`src/rtl/sram_burst_pkg.sv`:
```
package sram_burst_pkg;

    localparam int CNT_W = 2;

    typedef enum logic [0:0] {
        ST_IDLE  = 1'b0,
        ST_BURST = 1'b1
    } burst_state_e;

    typedef struct packed {
        logic load;
        logic load_cpu;
        logic deselect;
        logic step;
    } burst_cmd_t;

endpackage

```
`src/rtl/burst_cmd_decode.sv`:
```
module burst_cmd_decode
    import sram_burst_pkg::*;
(
    input  logic       start_cpu,
    input  logic       start_ctl,
    input  logic       chip_en,
    input  logic       adv,
    input  logic       in_burst,
    output burst_cmd_t cmd
);

    logic cpu_hit;
    logic ctl_hit;

    always_comb begin
        cpu_hit      = start_cpu & chip_en;
        ctl_hit      = start_ctl & ~cpu_hit;
        cmd.load_cpu = cpu_hit;
        cmd.load     = cpu_hit | (ctl_hit & chip_en);
        cmd.deselect = ctl_hit & ~chip_en;
        cmd.step     = ~cpu_hit & ~start_ctl & adv & in_burst;
    end

endmodule

```
`src/rtl/burst_beat_counter.sv`:
```
module burst_beat_counter
    import sram_burst_pkg::*;
(
    input  logic             clk,
    input  logic             rst_n,
    input  logic             clear,
    input  logic             inc,
    output logic [CNT_W-1:0] beat
);

    always_ff @(posedge clk or negedge rst_n) begin
        if (!rst_n) begin
            beat <= '0;
        end else if (clear) begin
            beat <= '0;
        end else if (inc) begin
            beat <= beat + CNT_W'(1);
        end
    end

endmodule

```
`src/rtl/burst_order_map.sv`:
```
module burst_order_map
    import sram_burst_pkg::*;
(
    input  logic [CNT_W-1:0] base_lo,
    input  logic [CNT_W-1:0] beat,
    input  logic             order_linear,
    output logic [CNT_W-1:0] addr_lo
);

    logic [CNT_W-1:0] lin_lo;
    logic [CNT_W-1:0] ilv_lo;

    assign lin_lo = base_lo + beat;

    for (genvar b = 0; b < CNT_W; b++) begin : g_ilv
        assign ilv_lo[b] = base_lo[b] ^ beat[b];
    end

    assign addr_lo = order_linear ? lin_lo : ilv_lo;

endmodule

```
`src/rtl/sram_burst_addr_gen.sv`:
```
module sram_burst_addr_gen
    import sram_burst_pkg::*;
#(
    parameter int ADDR_W = 20
) (
    input  logic              clk,
    input  logic              rst_n,
    input  logic [ADDR_W-1:0] ext_addr,
    input  logic              start_cpu,
    input  logic              start_ctl,
    input  logic              chip_en,
    input  logic              adv,
    input  logic              write_req,
    input  logic              order_linear,
    output logic [ADDR_W-1:0] arr_addr,
    output logic              arr_valid,
    output logic              arr_write
);

    localparam int UP_W = ADDR_W - CNT_W;

    burst_state_e      state_q;
    burst_state_e      state_d;
    burst_cmd_t        cmd;
    logic [ADDR_W-1:0] base_q;
    logic              write_q;
    logic [CNT_W-1:0]  beat;
    logic [CNT_W-1:0]  addr_lo;

    burst_cmd_decode u_dec (
        .start_cpu (start_cpu),
        .start_ctl (start_ctl),
        .chip_en   (chip_en),
        .adv       (adv),
        .in_burst  (state_q == ST_BURST),
        .cmd       (cmd)
    );

    burst_beat_counter u_cnt (
        .clk   (clk),
        .rst_n (rst_n),
        .clear (cmd.load),
        .inc   (cmd.step),
        .beat  (beat)
    );

    burst_order_map u_map (
        .base_lo      (base_q[CNT_W-1:0]),
        .beat         (beat),
        .order_linear (order_linear),
        .addr_lo      (addr_lo)
    );

    // Next-state logic: LOAD, DESELECT, STEP/HOLD
    always_comb begin
        state_d = state_q;
        unique case (state_q)
            ST_IDLE: begin
                if (cmd.load) state_d = ST_BURST;
            end
            ST_BURST: begin
                if (cmd.deselect) state_d = ST_IDLE;
            end
            default: state_d = ST_IDLE;
        endcase
    end

    // State register
    always_ff @(posedge clk or negedge rst_n) begin
        if (!rst_n) state_q <= ST_IDLE;
        else        state_q <= state_d;
    end

    // Output-side registers: captured base and write qualifier
    always_ff @(posedge clk or negedge rst_n) begin
        if (!rst_n) begin
            base_q  <= '0;
            write_q <= 1'b0;
        end else if (cmd.load) begin
            base_q  <= ext_addr;
            write_q <= cmd.load_cpu ? 1'b0 : write_req;
        end else if (cmd.deselect) begin
            write_q <= 1'b0;
        end else if (cmd.step) begin
            write_q <= write_req;
        end
    end

    assign arr_addr  = {base_q[ADDR_W-1 -: UP_W], addr_lo};
    assign arr_valid = (state_q == ST_BURST);
    assign arr_write = write_q;

endmodule

```
`config.mk`:
```
export PLATFORM = sky130hd
export DESIGN_NAME = sram_burst_addr_gen
export DESIGN_NICKNAME = d
export VERILOG_FILES = /design/src/rtl/sram_burst_pkg.sv /design/src/rtl/burst_cmd_decode.sv /design/src/rtl/burst_beat_counter.sv /design/src/rtl/burst_order_map.sv /design/src/rtl/sram_burst_addr_gen.sv
export SDC_FILE = /design/constraint.sdc
export NUM_CORES = 1
export LEC_CHECK = 0
export ABC_CLOCK_PERIOD_IN_PS = 1200
export CAP_MARGIN = 10
export CORE_MARGIN = 4
export CORE_UTILIZATION = 42
export CTS_CLUSTER_DIAMETER = 150
export DETAILED_ROUTE_END_ITERATION = 12
export HOLD_SLACK_MARGIN = 0.02
export PLACE_DENSITY = 0.9
export SKIP_CTS_REPAIR_TIMING = 1
export SLEW_MARGIN = 5
export SYNTH_ARGS = -nofsm -noshare
export SYNTH_HDL_FRONTEND = slang
export SYNTH_SLANG_ARGS = --single-unit
```
`constraint.sdc`:
```
create_clock -name clk -period 1.2 [get_ports clk]
set_input_delay 0.36 -clock clk [delete_from_list [all_inputs] [get_ports clk]]
set_output_delay 0.36 -clock clk [all_outputs]
set_load 0.02 [all_outputs]
```
==> out/metrics.cfg <==
[status]
status = finished, violations left
violations = negative setup slack

[logic_synthesis]
synthCells = 83
synth_common_cells = 24 x dfrtp_1, 18 x buf_4, 17 x mux2_4
seq_area_frac_synth_pct = 50.7
synth_edf_count = 0
async_flop_share_pct = 100
yosys-top-cells-area = dfrtp_1 51%, mux2_4 22%, buf_4 11%
yosysWarningCount = 0
synth_nets = 112
synth.most_common_cell = dfrtp_1
netlist_area_um2 = 1180
synth_top_area_share_pct = 50.7
synthFlopType = dfrtp_1
synth.avg_cell_area_um2 = 14.3
synth_seq_cells = 24
synth.distinct_cells = 18
synth_area_leader_cell = dfrtp_1

[power]
power_uw = 2470
power.leakage_uw = 0.000939
vdd.ir_drop.worst_mv = 0.948
p_per_area_nw_per_um2 = 1290

[floorplan]
fp.coreArea_um2 = 2590
die_y_um = 61.1
die_w_um = 61.1
pin_count = 50
start_util_pct = 45.7
fp.dieArea_um2 = 3730
std_cell_rows = 18

[route]
drtIter0Drc = 9
firstDrtPassIters = 2
wl_per_cell_um = 15.3
final_antenna_net_count = 0
vias = 799
vias_per_cell = 4.70
drc_errors = 0
wl_mm = 2.60

[setup_path]
path_cells = xor2_2 -> xnor2_4 -> buf_6
path_buf_inv = 1
rrSetupSlack_ps = 80
cp_top_family = flip-flops
cp-end-kind = output pin
critical-path-slowest-cell = dfrtp_1
r2r_start = u_cnt.beat[0]$_DFFE_PN0P_
r2r_cells = 5
crit_required_ps = 840
r2r_end = u_cnt.beat[1]$_DFFE_PN0P_
max_stage_delay_ps = 440
path_class = flop to output pin
crit_arrival_ps = 1310
path_max_fanout = 2
start_kind = flop
path_depth = 3

[clock_network]
path_clk_slew_ps = 130
insertion_delay_ps = 320
cts_buffers = 3
htreeDepth = 1
cts_tree = built
cts_buffer_depth = 2
cts_sinks = 24
clockRootBuffer = clkbuf_4

[grt]
grt_max_degree = 25
gr-total-overflow = 0
grt_pass1_wl_mm = 3.78
grt_usage_pct = 13.8
grt_pass1_vias = 859
grt_antenna_before_repair = 0

[sta]
clock_skew_ps = 3.59
hold_viol = 0
fin_ws_ps = -467
slew_headroom_pct = 82.3
fin_crit_sh_pct = 139
timing.final.crit_period_ps = 1670
tns_ps = -1420
max_freq_mhz = 600
rsz0062_at_grt = yes
setup_violations = 22
worst_pin_slew_ps = 265
finalMaxSlewViolations = 0

[layout]
layout-drive-gt1-share_pct = 53.6
fin_nets = 170
synthToLayoutAreaGrowth_pct = 62.1
fill_cells = 165
final_area_um2 = 1920
diodes = 0
final_cell_count_no_fill = 170

[placed_design]
place_inst = 153
hpwl_mm = 1.85
place_area_um2 = 1710
io_buffers = 49
gp_congestion = 0.744
dp_slack_ps = -849

[worst_hold_path]
hp-class = input pin to asynchronous set/reset pin

[job]
max_cap_viol_count = 0

-- power by group --
part           total [µW]  internal [µW]  switching [µW]
logic                 890            562             328
clock network         588            338             250
registers             991            910            80.3
-- metrics by stage --
stage,hold slack [ps],utilization (%)
3_3_place_gp,486,65.8
3_5_place_dp,492,65.8
6_report,374,74.1
4_1_cts,387,67.9
2_1_floorplan,64.4,-
5_1_grt,381,74.1
-- layer usage --
layer	track usage [%]	routed length [µm]	vias to the layer above
met3	6.08	281	4
met4	3.41	33	0
li1	-	-	372
met1	16.3	895	386
met5	0	0	-
met2	23.1	1390	37
-- registers in the layout, indices dropped and copies added (netlist names) --
register and cells:
arr_valid 1, arr_write 1, u_cnt.beat 2, base_q 20
-- layout make-up --
cell class              count  area, µm²  area share [%]
well taps                  30       37.5            1.96
clock inverters             1       30.0            1.57
multi-input cells          38        463            24.1
repair buffers             73        761            39.7
clock buffers               3       22.5            1.17
inverters                   1       3.75           0.196
flip-flops and latches     24        601            31.3
-- worst max path at each step --
stage                     slack, ps                 startpoint          end
after floorplan                   4  u_cnt.beat[0]$_DFFE_PN0P_  arr_addr[1]
final                          -470      base_q[1]$_DFFE_PN0P_  arr_addr[1]
after global routing           -540      base_q[1]$_DFFE_PN0P_  arr_addr[1]
after detailed placement       -850               order_linear  arr_addr[1]
after global placement         -840               order_linear  arr_addr[1]
after CTS                      -930  u_cnt.beat[1]$_DFFE_PN0P_  arr_addr[1]
-- cells in the final DEF (no fill, tap or decap) --
cell type        Yosys  layout
o21ai_0              2       2
dlymetal6s2s_1       0       3
xor2_2               0       1
bufinv_16            0       1
mux2_4              17      17
nand2_1              3       2
nand3_1              1       1
clkdlybuf4s50_1      0      24
xnor2_1              3       2
inv_1                1       1
a21oi_1              1       1
mux2_2               3       3
clkbuf_4             0       3
ha_4                 0       1
o21ai_4              1       1
nand3b_1             1       1
buf_4               18      20
xnor2_4              0       1
dfrtp_1             24      24
clkbuf_16            0       1
and2_1               2       2
nand2_2              0       1
a22o_1               1       1
buf_12               0       3
buf_6                2      22
nand4b_1             1       1
-- cell families (layout without fill, tap and decap cells) --
logic type | count (synthesis) | after routing | synth area share, %
adder cells (fa/ha/maj) | 1 | 1 | 1.06
XOR/XNOR | 4 | 4 | 2.96
multiplexers | 20 | 20 | 24.4
flip-flops | 24 | 24 | 50.7
AND/OR/NAND/NOR | 8 | 8 | 3.81
buffers and inverters | 21 | 78 | 13.6
AO/OA/AOI/OAI | 5 | 5 | 3.38
Power figures use the tool's default switching activity.
